==> src/rtl/xbar_pkg.sv <==
package xbar_pkg;
  localparam int XB_MAX = 32;

  // inclusive window test on a zero-extended destination
  function automatic logic in_window(input logic [15:0] d, input logic [15:0] lo,
                                     input logic [15:0] hi);
    return (d >= lo) && (d <= hi);
  endfunction

  // lowest set bit among the first n, or -1
  function automatic int lowest_set(input logic [XB_MAX-1:0] v, input int n);
    int r;
    r = -1;
    for (int k = XB_MAX - 1; k >= 0; k--)
      if (k < n && v[k]) r = k;
    return r;
  endfunction

  // first requester at or above ptr, wrapping at n, or -1
  function automatic int rr_pick(input logic [XB_MAX-1:0] req, input int n, input int ptr);
    int r;
    int idx;
    r = -1;
    for (int k = XB_MAX - 1; k >= 0; k--) begin
      if (k < n) begin
        idx = ptr + k;
        if (idx >= n) idx = idx - n;
        if (req[idx]) r = idx;
      end
    end
    return r;
  endfunction

  function automatic int rr_next(input int w, input int n);
    return (w + 1 >= n) ? 0 : w + 1;
  endfunction
endpackage

==> src/rtl/xbar_route.sv <==
module xbar_route
  import xbar_pkg::*;
#(
  parameter int N_IN  = 4,
  parameter int N_OUT = 4,
  parameter int DST_W = 3,
  parameter int SRC   = 0,
  parameter logic [N_OUT*DST_W-1:0] BASE = '0,
  parameter logic [N_OUT*DST_W-1:0] TOP  = '0,
  parameter logic [N_OUT*N_IN-1:0]  CONN = '1
) (
  input  logic             clk,
  input  logic             rst,
  input  logic             vld,
  input  logic             rdy,
  input  logic [DST_W-1:0] dest,
  input  logic             last,
  output logic [N_OUT-1:0] sel,
  output logic             drop
);
  logic [N_OUT-1:0] hit;
  logic [N_OUT-1:0] dec_sel;
  logic [N_OUT-1:0] lsel_q;
  logic             ldrop_q;
  logic             lock_q;
  logic             acc;
  int               w;

  for (genvar o = 0; o < N_OUT; o++) begin : g_hit
    assign hit[o] = in_window(16'(dest), 16'(BASE[o*DST_W +: DST_W]),
                              16'(TOP[o*DST_W +: DST_W])) && CONN[o*N_IN + SRC];
  end

  always_comb begin
    w       = lowest_set(XB_MAX'(hit), N_OUT);
    dec_sel = (w >= 0) ? (N_OUT'(1) << w) : '0;
  end

  assign sel  = lock_q ? lsel_q  : dec_sel;
  assign drop = lock_q ? ldrop_q : (dec_sel == '0);
  assign acc  = vld && rdy;

  always_ff @(posedge clk) begin
    if (rst) begin
      lock_q  <= 1'b0;
      lsel_q  <= '0;
      ldrop_q <= 1'b0;
    end else if (acc) begin
      if (last) begin
        lock_q <= 1'b0;
      end else begin
        lock_q  <= 1'b1;
        lsel_q  <= sel;
        ldrop_q <= drop;
      end
    end
  end


  route_lock_chk: assert property (@(posedge clk) disable iff (rst)
    (acc && !last) |=> (sel == $past(sel)) && (drop == $past(drop)));
endmodule

==> src/rtl/xbar_arb.sv <==
module xbar_arb
  import xbar_pkg::*;
#(
  parameter int N_IN = 4,
  localparam int PW = (N_IN > 1) ? $clog2(N_IN) : 1
) (
  input  logic            clk,
  input  logic            rst,
  input  logic [N_IN-1:0] req,
  input  logic            fire,
  input  logic            last,
  output logic [N_IN-1:0] gnt
);
  logic [PW-1:0]   ptr_q;
  logic [N_IN-1:0] hold_q;
  logic            active_q;
  int              pick;

  always_comb begin
    pick = rr_pick(XB_MAX'(req), N_IN, int'(ptr_q));
    if (active_q)       gnt = hold_q;
    else if (pick >= 0) gnt = N_IN'(1) << pick;
    else                gnt = '0;
  end

  always_ff @(posedge clk) begin
    if (rst) begin
      ptr_q    <= '0;
      hold_q   <= '0;
      active_q <= 1'b0;
    end else if (fire) begin
      if (!active_q) ptr_q <= PW'(rr_next(pick, N_IN));
      if (last) begin
        active_q <= 1'b0;
      end else begin
        active_q <= 1'b1;
        hold_q   <= gnt;
      end
    end
  end


  grant_hold_chk: assert property (@(posedge clk) disable iff (rst)
    (fire && !last) |=> (gnt == $past(gnt)));


  rr_fair_chk: assert property (@(posedge clk) disable iff (rst)
    (fire && last && |(req & ~gnt)) |=> (gnt != $past(gnt)) && (gnt != '0));
endmodule

==> src/rtl/xbar_slice.sv <==
module xbar_slice #(
  parameter int W   = 8,
  parameter bit REG = 1'b1
) (
  input  logic         clk,
  input  logic         rst,
  input  logic         in_valid,
  input  logic [W-1:0] in_data,
  output logic         in_ready,
  output logic         out_valid,
  output logic [W-1:0] out_data,
  input  logic         out_ready
);
  if (REG) begin : g_skid
    logic [W-1:0] main_q;
    logic [W-1:0] skid_q;
    logic         mv_q;
    logic         sv_q;

    assign in_ready  = !sv_q;
    assign out_valid = mv_q;
    assign out_data  = main_q;

    always_ff @(posedge clk) begin
      if (rst) begin
        mv_q   <= 1'b0;
        sv_q   <= 1'b0;
        main_q <= '0;
        skid_q <= '0;
      end else if (!mv_q || out_ready) begin
        if (sv_q) begin
          main_q <= skid_q;
          mv_q   <= 1'b1;
          sv_q   <= 1'b0;
        end else begin
          mv_q <= in_valid;
          if (in_valid) main_q <= in_data;
        end
      end else if (in_valid && !sv_q) begin
        skid_q <= in_data;
        sv_q   <= 1'b1;
      end
    end


    slice_reset_chk: assert property (@(posedge clk) rst |=> !out_valid);
  end else begin : g_pass
    assign in_ready  = out_ready;
    assign out_valid = in_valid;
    assign out_data  = in_data;
  end


  out_hold_chk: assert property (@(posedge clk) disable iff (rst)
    (out_valid && !out_ready) |=> out_valid && $stable(out_data));
endmodule

==> src/rtl/strm_xbar.sv <==
module strm_xbar
  import xbar_pkg::*;
#(
  parameter int N_IN   = 4,
  parameter int N_OUT  = 4,
  parameter int DATA_W = 64,
  parameter int ID_W   = 8,
  parameter int DST_W  = $clog2(N_OUT + 1),
  parameter int USER_W = 1,
  parameter logic [N_OUT*DST_W-1:0] BASE = 12'b011_010_001_000,
  parameter logic [N_OUT*DST_W-1:0] TOP  = 12'b011_010_001_000,
  parameter logic [N_OUT*N_IN-1:0]  CONN = {(N_OUT*N_IN){1'b1}},
  parameter bit OUT_REG = 1'b1,
  localparam bit KEEP_ON = (DATA_W > 8),
  localparam int KW = KEEP_ON ? DATA_W / 8 : 1
) (
  input  logic                    clk,
  input  logic                    rst,
  input  logic [N_IN-1:0]         in_valid,
  output logic [N_IN-1:0]         in_ready,
  input  logic [N_IN*DATA_W-1:0]  in_data,
  input  logic [N_IN*KW-1:0]      in_keep,
  input  logic [N_IN-1:0]         in_last,
  input  logic [N_IN*ID_W-1:0]    in_id,
  input  logic [N_IN*DST_W-1:0]   in_dest,
  input  logic [N_IN*USER_W-1:0]  in_user,
  output logic [N_OUT-1:0]        out_valid,
  input  logic [N_OUT-1:0]        out_ready,
  output logic [N_OUT*DATA_W-1:0] out_data,
  output logic [N_OUT*KW-1:0]     out_keep,
  output logic [N_OUT-1:0]        out_last,
  output logic [N_OUT*ID_W-1:0]   out_id,
  output logic [N_OUT*DST_W-1:0]  out_dest,
  output logic [N_OUT*USER_W-1:0] out_user
);
  // beat layout, low to high: user, dest, id, last, keep, data
  localparam int P_DST  = USER_W;
  localparam int P_ID   = P_DST + DST_W;
  localparam int P_LAST = P_ID + ID_W;
  localparam int P_KEEP = P_LAST + 1;
  localparam int P_DATA = P_KEEP + KW;
  localparam int PW     = P_DATA + DATA_W;

  logic [PW-1:0]    pay    [N_IN];
  logic [N_OUT-1:0] sel    [N_IN];
  logic [N_IN-1:0]  drop_w;
  logic [N_IN-1:0]  gcol;
  logic [N_IN-1:0]  req    [N_OUT];
  logic [N_IN-1:0]  gnt    [N_OUT];
  logic [PW-1:0]    mux_d  [N_OUT];
  logic [PW-1:0]    slc_d  [N_OUT];
  logic [N_OUT-1:0] mux_v;
  logic [N_OUT-1:0] slc_rdy;
  logic [N_OUT-1:0] fire;

  // source side: pack, decode and lock the route
  for (genvar i = 0; i < N_IN; i++) begin : g_src
    logic [KW-1:0] keep_i;
    if (KEEP_ON) begin : g_keep
      assign keep_i = in_keep[i*KW +: KW];
    end else begin : g_nokeep
      assign keep_i = '1;
    end

    assign pay[i] = {in_data[i*DATA_W +: DATA_W], keep_i, in_last[i],
                     in_id[i*ID_W +: ID_W], in_dest[i*DST_W +: DST_W],
                     in_user[i*USER_W +: USER_W]};

    xbar_route #(
      .N_IN(N_IN), .N_OUT(N_OUT), .DST_W(DST_W), .SRC(i),
      .BASE(BASE), .TOP(TOP), .CONN(CONN)
    ) i_route (
      .clk (clk),
      .rst (rst),
      .vld (in_valid[i]),
      .rdy (in_ready[i]),
      .dest(in_dest[i*DST_W +: DST_W]),
      .last(in_last[i]),
      .sel (sel[i]),
      .drop(drop_w[i])
    );

    always_comb begin
      gcol[i] = 1'b0;
      in_ready[i] = drop_w[i];
      for (int o = 0; o < N_OUT; o++) begin
        gcol[i] = gcol[i] | gnt[o][i];
        if (gnt[o][i] && slc_rdy[o]) in_ready[i] = 1'b1;
      end
      in_ready[i] = in_ready[i] && in_valid[i];
    end


    drop_no_grant_chk: assert property (@(posedge clk) disable iff (rst)
      (in_valid[i] && drop_w[i]) |-> !gcol[i]);
  end

  // sink side: arbitrate, steer and register
  for (genvar o = 0; o < N_OUT; o++) begin : g_dst
    always_comb begin
      for (int i = 0; i < N_IN; i++) req[o][i] = in_valid[i] && sel[i][o];
    end

    always_comb begin
      mux_d[o] = '0;
      for (int i = 0; i < N_IN; i++)
        if (gnt[o][i]) mux_d[o] = mux_d[o] | pay[i];
    end

    assign mux_v[o] = |(req[o] & gnt[o]);
    assign fire[o]  = mux_v[o] && slc_rdy[o];

    xbar_arb #(.N_IN(N_IN)) i_arb (
      .clk (clk),
      .rst (rst),
      .req (req[o]),
      .fire(fire[o]),
      .last(mux_d[o][P_LAST]),
      .gnt (gnt[o])
    );

    xbar_slice #(.W(PW), .REG(OUT_REG)) i_slice (
      .clk      (clk),
      .rst      (rst),
      .in_valid (mux_v[o]),
      .in_data  (mux_d[o]),
      .in_ready (slc_rdy[o]),
      .out_valid(out_valid[o]),
      .out_data (slc_d[o]),
      .out_ready(out_ready[o])
    );

    assign out_data[o*DATA_W +: DATA_W] = slc_d[o][P_DATA +: DATA_W];
    assign out_keep[o*KW +: KW]         = KEEP_ON ? slc_d[o][P_KEEP +: KW] : '1;
    assign out_last[o]                  = slc_d[o][P_LAST];
    assign out_id[o*ID_W +: ID_W]       = slc_d[o][P_ID +: ID_W];
    assign out_dest[o*DST_W +: DST_W]   = slc_d[o][P_DST +: DST_W];
    assign out_user[o*USER_W +: USER_W] = slc_d[o][0 +: USER_W];
  end
endmodule

==> config.mk <==
export PLATFORM = sky130hd
export DESIGN_NAME = strm_xbar
export DESIGN_NICKNAME = d
export VERILOG_FILES = /design/src/rtl/xbar_pkg.sv /design/src/rtl/xbar_route.sv /design/src/rtl/xbar_arb.sv /design/src/rtl/xbar_slice.sv /design/src/rtl/strm_xbar.sv
export SDC_FILE = /design/constraint.sdc
export NUM_CORES = 2
export LEC_CHECK = 0
export BUFFER_PORTS_ARGS = -buffer_cell sky130_fd_sc_hd__buf_2
export CAP_MARGIN = 15
export CORE_MARGIN = 4
export CORE_UTILIZATION = 42
export CTS_CLUSTER_DIAMETER = 50
export DETAILED_ROUTE_END_ITERATION = 6
export HOLD_SLACK_MARGIN = 0.15
export PLACE_DENSITY = 0.63
export SETUP_SLACK_MARGIN = 0.4
export SLEW_MARGIN = 20
export SYNTH_ARGS = -nofsm -noshare
export SYNTH_HDL_FRONTEND = slang
export SYNTH_HIERARCHICAL = 1
export SYNTH_SLANG_ARGS = --single-unit
==> constraint.sdc <==
create_clock -name clk -period 6.4 [get_ports clk]
set_clock_uncertainty 0.15 [all_clocks]
set_input_delay 0.64 -clock clk [delete_from_list [all_inputs] [get_ports clk]]
set_output_delay 0.64 -clock clk [all_outputs]
set_load 0.01 [all_outputs]
; After elaboration in Yosys (flattened, before gate mapping)
; Index checks and enable logic that the tools add are counted.
[op_classes]
n_reduce_logical = 104
addsub = 32
magnitude_cmp = 72
mux = 172
bitwise = 32
shift = 8
[op_table]
columns = operator, count
row1 = 85-bit two-way mux, 24
row2 = 32-bit two-way mux, 48
row3 = 85-bit OR, 12
row4 = "32-bit by 4-bit greater-or-equal comparator with 1-bit output, second input constant", 16
row5 = "32-bit by 7-bit < comparator with 1-bit output, second input constant", 16
row6 = "32-bit by 4-bit subtractor with 32-bit output, second input constant", 12
row7 = "32-bit by 1-bit greater-or-equal comparator with 1-bit output, second input constant", 8
row8 = "1-bit by 32-bit << shifter with 4-bit output, first input constant", 8
row9 = "32-bit by 2-bit adder with 32-bit output, second input constant", 4
row10 = 1-bit binary-select mux with 5-bit select, 16
row11 = 1-bit two-way mux, 64
row12 = 4-bit two-way mux, 16
row13 = 1-bit logical AND, 56
row14 = 2-bit AND reduction, 20
row15 = "2-bit by 2-bit adder with 3-bit output, second input constant", 8
row16 = "3-bit by 2-bit greater-or-equal comparator with 1-bit output, second input constant", 8
row17 = "3-bit by 1-bit <= comparator with 1-bit output, second input constant", 8
row18 = "3-bit by 2-bit <= comparator with 1-bit output, second input constant", 8
row19 = 4-bit AND, 4
row20 = 4-bit zero test, 4
row21 = 1-bit NOT, 16
row22 = 4-bit OR reduction, 4
row23 = "2-bit by 3-bit subtractor with 4-bit output, second input constant", 4
row24 = "2-bit by 1-bit adder with 3-bit output, second input constant", 4
row25 = other kinds (7), 32
[totals]
in_bits = 350
out_inout_bits = 348
register_bits = 740
elab_cells = 460

; Longest topological paths before layout
[logic_depth]
depth_word = 29
ltp_mapped = 22
ltp_nobuf = 17

; Hierarchy
; The synthesis kept the hierarchy.
[modules_own_cells]
columns = mod, area_per_inst_um2, cells_per_inst, seq_area_each_um2, n_inst
row1 = xbar_slice, 7088.0, 768, 3443.3, 4
row2 = strm_xbar, 7761.2, 1236, 0.0, 1
row3 = xbar_arb (g_dst[1].i_arb ...), 785.8, 90, 140.1, 3
row4 = xbar_route, 316.6, 36, 120.1, 4
row5 = xbar_arb (g_dst[0].i_arb), 815.8, 96, 140.1, 1

; Worst setup path after synthesis
; OpenSTA, ideal clock, no wires.
[synth_path]
path_type = input to register
startpoint = input port in_dest[1]
endpoint = register g_dst[3].i_slice.g_skid.main_q[29]
arrival_time_ns = 4.297
setup_slack_ns = 1.872
setup_time_ns = 0.081
required_time_ns = 6.169
path_stages = 20
path_buffers = 6
path_cell_list = nor2b_2 -> a22o_1 -> and2_1 -> mux2_4 -> o311a_1 -> a2111oi_4 -> nor2_1 -> o21ai_0 -> o21ai_0 -> buf_6 -> buf_6 -> nand3_1 -> nand4_1 -> or2_1 -> buf_2 -> and2_1 -> clkbuf_1 -> buf_6 -> buf_6 -> a211oi_2
[synth_rtl]
columns = element, line
row1 = "start, declared", strm_xbar.sv:25  ; input logic [N_IN*DST_W-1:0] in_dest,
row2 = "end signal, assigned", xbar_slice.sv:32  ; main_q <= skid_q;
row3 = "end signal, assigned", xbar_slice.sv:37  ; if (in_valid) main_q <= in_data;
row4 = "end, declared", xbar_slice.sv:15  ; logic [W-1:0] main_q;

==> results.cfg <==
[floorplanning]
die_h_um = 319
start_util_pct = 42.5
design.core.area_um2 = 95400
io_pins = 698
die_w_um = 319
num_rows = 113
die_area_um2 = 102000

[worst_hold_path]
hp-class = input pin to flip-flop

[synth]
synth_area_um2 = 40600
synth-main-ff-cell = dfxtp_1
yosys_warnings = 6
postSynthCellCount = 4818
yosysSeqAreaShare_pct = 36.5
ys_ff_latch = 740
synth_nets = 5220
yosys.cell_types.count = 61
synth-edff-count = 0
synthArstFlopShare_pct = 0
avgSynthCellArea_um2 = 8.42

[clocking]
clock_sinks = 740
root_buffer = clkbuf_16
path_clk_slew_ns = 0.05
postCtsSetupBuffers = 0
htreeDepth = 3
clock_latency_ns = 0.70
numCtsBuffers = 106
clk_path_buf_depth = 3
cts_tree = done

[grt]
grt_pass1_vias = 38900
grt_pass1_wl_um = 253000
met1_usage_pct = 39.4
antenna_found_initial = 33
top_usage_layer = met2
grt.total_usage_pct = 32.0
use_met2_pct = 51.6
grt_overflow = 0
grt_max_degree = 183
use_met3_pct = 8.33

[detailed_routing]
drtIter0Drc = 4981
wl_um = 172000
routedWlPerCell_um = 26.1
viasPerCell = 6.22
firstDrtPassIters = 6
drcViolationCount = 0
ant_nets = 0
vias = 41100

[placement]
post-place-ws_ns = 0.746
gp_congestion = 0.900
portBuffers = 697
hpwlAfterDp_um = 112000

[critical_path]
rr_worst_depth = 15
critical_path_class = flip-flop to output pin
crit_family = compound AO/OA/AOI/OAI gates
crit_slowest_cell = a211oi_1
path_buf_inv = 3
critical_path.startpoint = g_src[2].i_route/lock_q
cp_cell_sequence = a22o_1 -> and2_1 -> mux2i_1 -> a211oi_1 -> a211oi_1 -> o22ai_1 -> inv_1 -> o21ai_4 -> buf_12 -> a222oi_1 -> a21boi_1 -> buf_2
r2r_end = g_dst[2].i_slice/out_data[40]
cp-start-kind = flip-flop
slowest_delay_ns = 0.68
crit_fanout = 86
cp.arrival_ns = 4.99
end_kind = output pin
cp.required_ns = 5.61
crit_top_cell = a211oi_1
rrSetupSlack_ns = 0.97
crit_cells = 12
r2r_start = g_src[2].i_route/lock_q
endpoint = in_ready[2]

[timing]
max_freq_mhz = 173
worst_pin_slew_ns = 1.20
setup_ws_ns = 0.619
setup-violations-final = 0
rsz0062_at_grt = true
min_period_ns = 5.78
drv_slew = 0
final.period_utilization_pct = 90.3
tns_ns = 0
slew-limit-headroom_pct = 20.0
hold_violations = 0

[power_and_ir_drop]
internal-power_mw = 8.82
power_frac_comb_pct = 11.1
p_per_area_nw_per_um2 = 254
switching_share_pct = 27.7
p_leak_nw = 17.5
p_switching_mw = 3.37
clock_power_share_pct = 50.4
vdd_drop_max_mv = 0.192
seqPwrFrac_pct = 38.5

[job]
maxCapViolations = 0

[finish]
area_delta_synth_final_pct = 18.3
fin_nets = 5627
drive_above_1_share_pct = 23.5

[outcome]
status = finished clean
==> kinds of logic after synthesis <==
group / synth area share [%]
mux: 9.10
flops: 36.5
xor+xnor: 0.0864
simple gates: 12.7
buf+inv: 6.94
fa+ha+maj: 1.60
compound gates: 33.0
==> metrics by stage <==
step                      hold WS (ns)  total power [mW]  cells  area (um2)  utilization, %
after global placement           0.290              6.10   6382       44200            46.3
after CTS                        0.192              12.2   6583       47900            50.2
after detailed placement         0.296              6.11   6382       44200            46.3
after global routing             0.261              12.5   6601       48000            50.3
final                            0.231              12.2   6605       48000            50.3
after floorplan                  0.286              5.54   4818       40600               -
==> what timing repair did <==
| item | 4_1_cts | 5_1_grt |
|---|---|---|
| hold buffers | 0 | 0 |
| endpoints found under the setup margin | 0 | 3 |
| gates resized for setup | 0 | 6 |
==> power by group through the flow <==
| stage | clock [mW] | combinational, mW | sequential [mW] |
|---|---|---|---|
| 6_report | 6.15 | 1.35 | 4.69 |
| 5_1_grt | 6.41 | 1.44 | 4.70 |
| 4_1_cts | 6.21 | 1.32 | 4.69 |
| 3_5_place_dp | 0 | 1.31 | 4.79 |
| 3_3_place_gp | 0 | 1.30 | 4.79 |
| 2_1_floorplan | 0 | 0.741 | 4.80 |
==> placed cells by master (no fill, tap or decap), types with 13 or more instances in the layout <==
cell type  Yosys  layout
diode_2        0      22
a22oi_1      684     684
nand3_1       21      21
buf_4          5      59
a22o_1        16      16
dfxtp_1      740     736
buf_2        188     696
and2_1        20      16
inv_1         64      64
nor2_1        37      37
buf_12         0      17
a211oi_1     152     151
mux2i_1      352     352
nor2b_1       13      13
inv_6          0      19
ha_1          52      52
o21a_1        16      16
clkbuf_16      0     108
clkbuf_1     181      16
a21oi_1      715     715
clkbuf_8       0      13
o21ai_4        0      14
a211oi_2     200     201
o32ai_1       16      16
nand2_1     1050    1048
==> worst min-delay path, stage by stage <==
cell and delay [ns]:
buf_2 0.11, a22oi_1 0.06, nand2_1 0.07, nand2_1 0.05
a21oi_1 0.10
==> area by class of cell <==
| type | instances | area [um2] |
|---|---|---|
| Multi-Input combinational cell | 3532 | 23200 |
| Clock buffer | 137 | 2940 |
| Fill cell | 9164 | 47400 |
| Tap cell | 1265 | 1580 |
| Antenna cell | 22 | 55.1 |
| Clock inverter | 64 | 762 |
| Inverter | 68 | 255 |
| Sequential cell | 740 | 14800 |
| Timing Repair Buffer | 777 | 4330 |
==> how the worst min path moves through the flow <==
stage	start	cells past startpoint	endpoint
2_1_floorplan	g_dst[0].i_slice/g_skid.skid_q[0]	2	g_dst[0].i_slice/g_skid.skid_q[0]
3_3_place_gp	g_dst[0].i_slice/g_skid.skid_q[79]	2	g_dst[0].i_slice/g_skid.skid_q[79]
3_5_place_dp	g_dst[1].i_slice/g_skid.skid_q[45]	2	g_dst[1].i_slice/g_skid.skid_q[45]
4_1_cts	in_keep[9]	5	g_dst[2].i_slice/g_skid.skid_q[14]
5_1_grt	in_keep[10]	5	g_dst[0].i_slice/g_skid.skid_q[15]
6_report	in_keep[9]	5	g_dst[2].i_slice/g_skid.skid_q[14]
==> flip-flops by register name (all words and copies together) (netlist names), 8 cells and up <==
signal,flops
g_dst.i_slice/g_skid.skid_q,340
g_dst.i_slice/out_data,340
g_dst.i_arb/hold_q,16
g_src.i_route/lsel_q,16
g_dst.i_arb/ptr_q,8
==> synthesized netlist by cell type, types with 13 or more instances <==
library cell / n / area share, %
nor2b_1: 13 / 0.20
clkbuf_1: 181 / 1.7
a211oi_1: 152 / 2.8
o32ai_1: 16 / 0.35
inv_1: 64 / 0.59
dfxtp_1: 740 / 37
o21a_1: 16 / 0.30
a22o_1: 16 / 0.35
a21oi_1: 715 / 8.8
buf_6: 68 / 1.9
mux2i_1: 352 / 8.7
ha_1: 52 / 1.6
nor2_1: 37 / 0.34
nand2_1: 1050 / 9.7
buf_2: 188 / 2.3
buf_1: 36 / 0.33
and2_1: 20 / 0.31
nand3_1: 21 / 0.26
a211oi_2: 200 / 6.2
o21ai_0: 18 / 0.22
a22oi_1: 684 / 13
==> metal layers <==
| layer | vias up | wire (um) |
|---|---|---|
| met5 | - | 167 |
| met1 | 19600 | 66500 |
| li1 | 18500 | - |
| met4 | 22 | 9290 |
| met3 | 506 | 17000 |
| met2 | 2382 | 79300 |
Power figures use the tool's default switching activity.
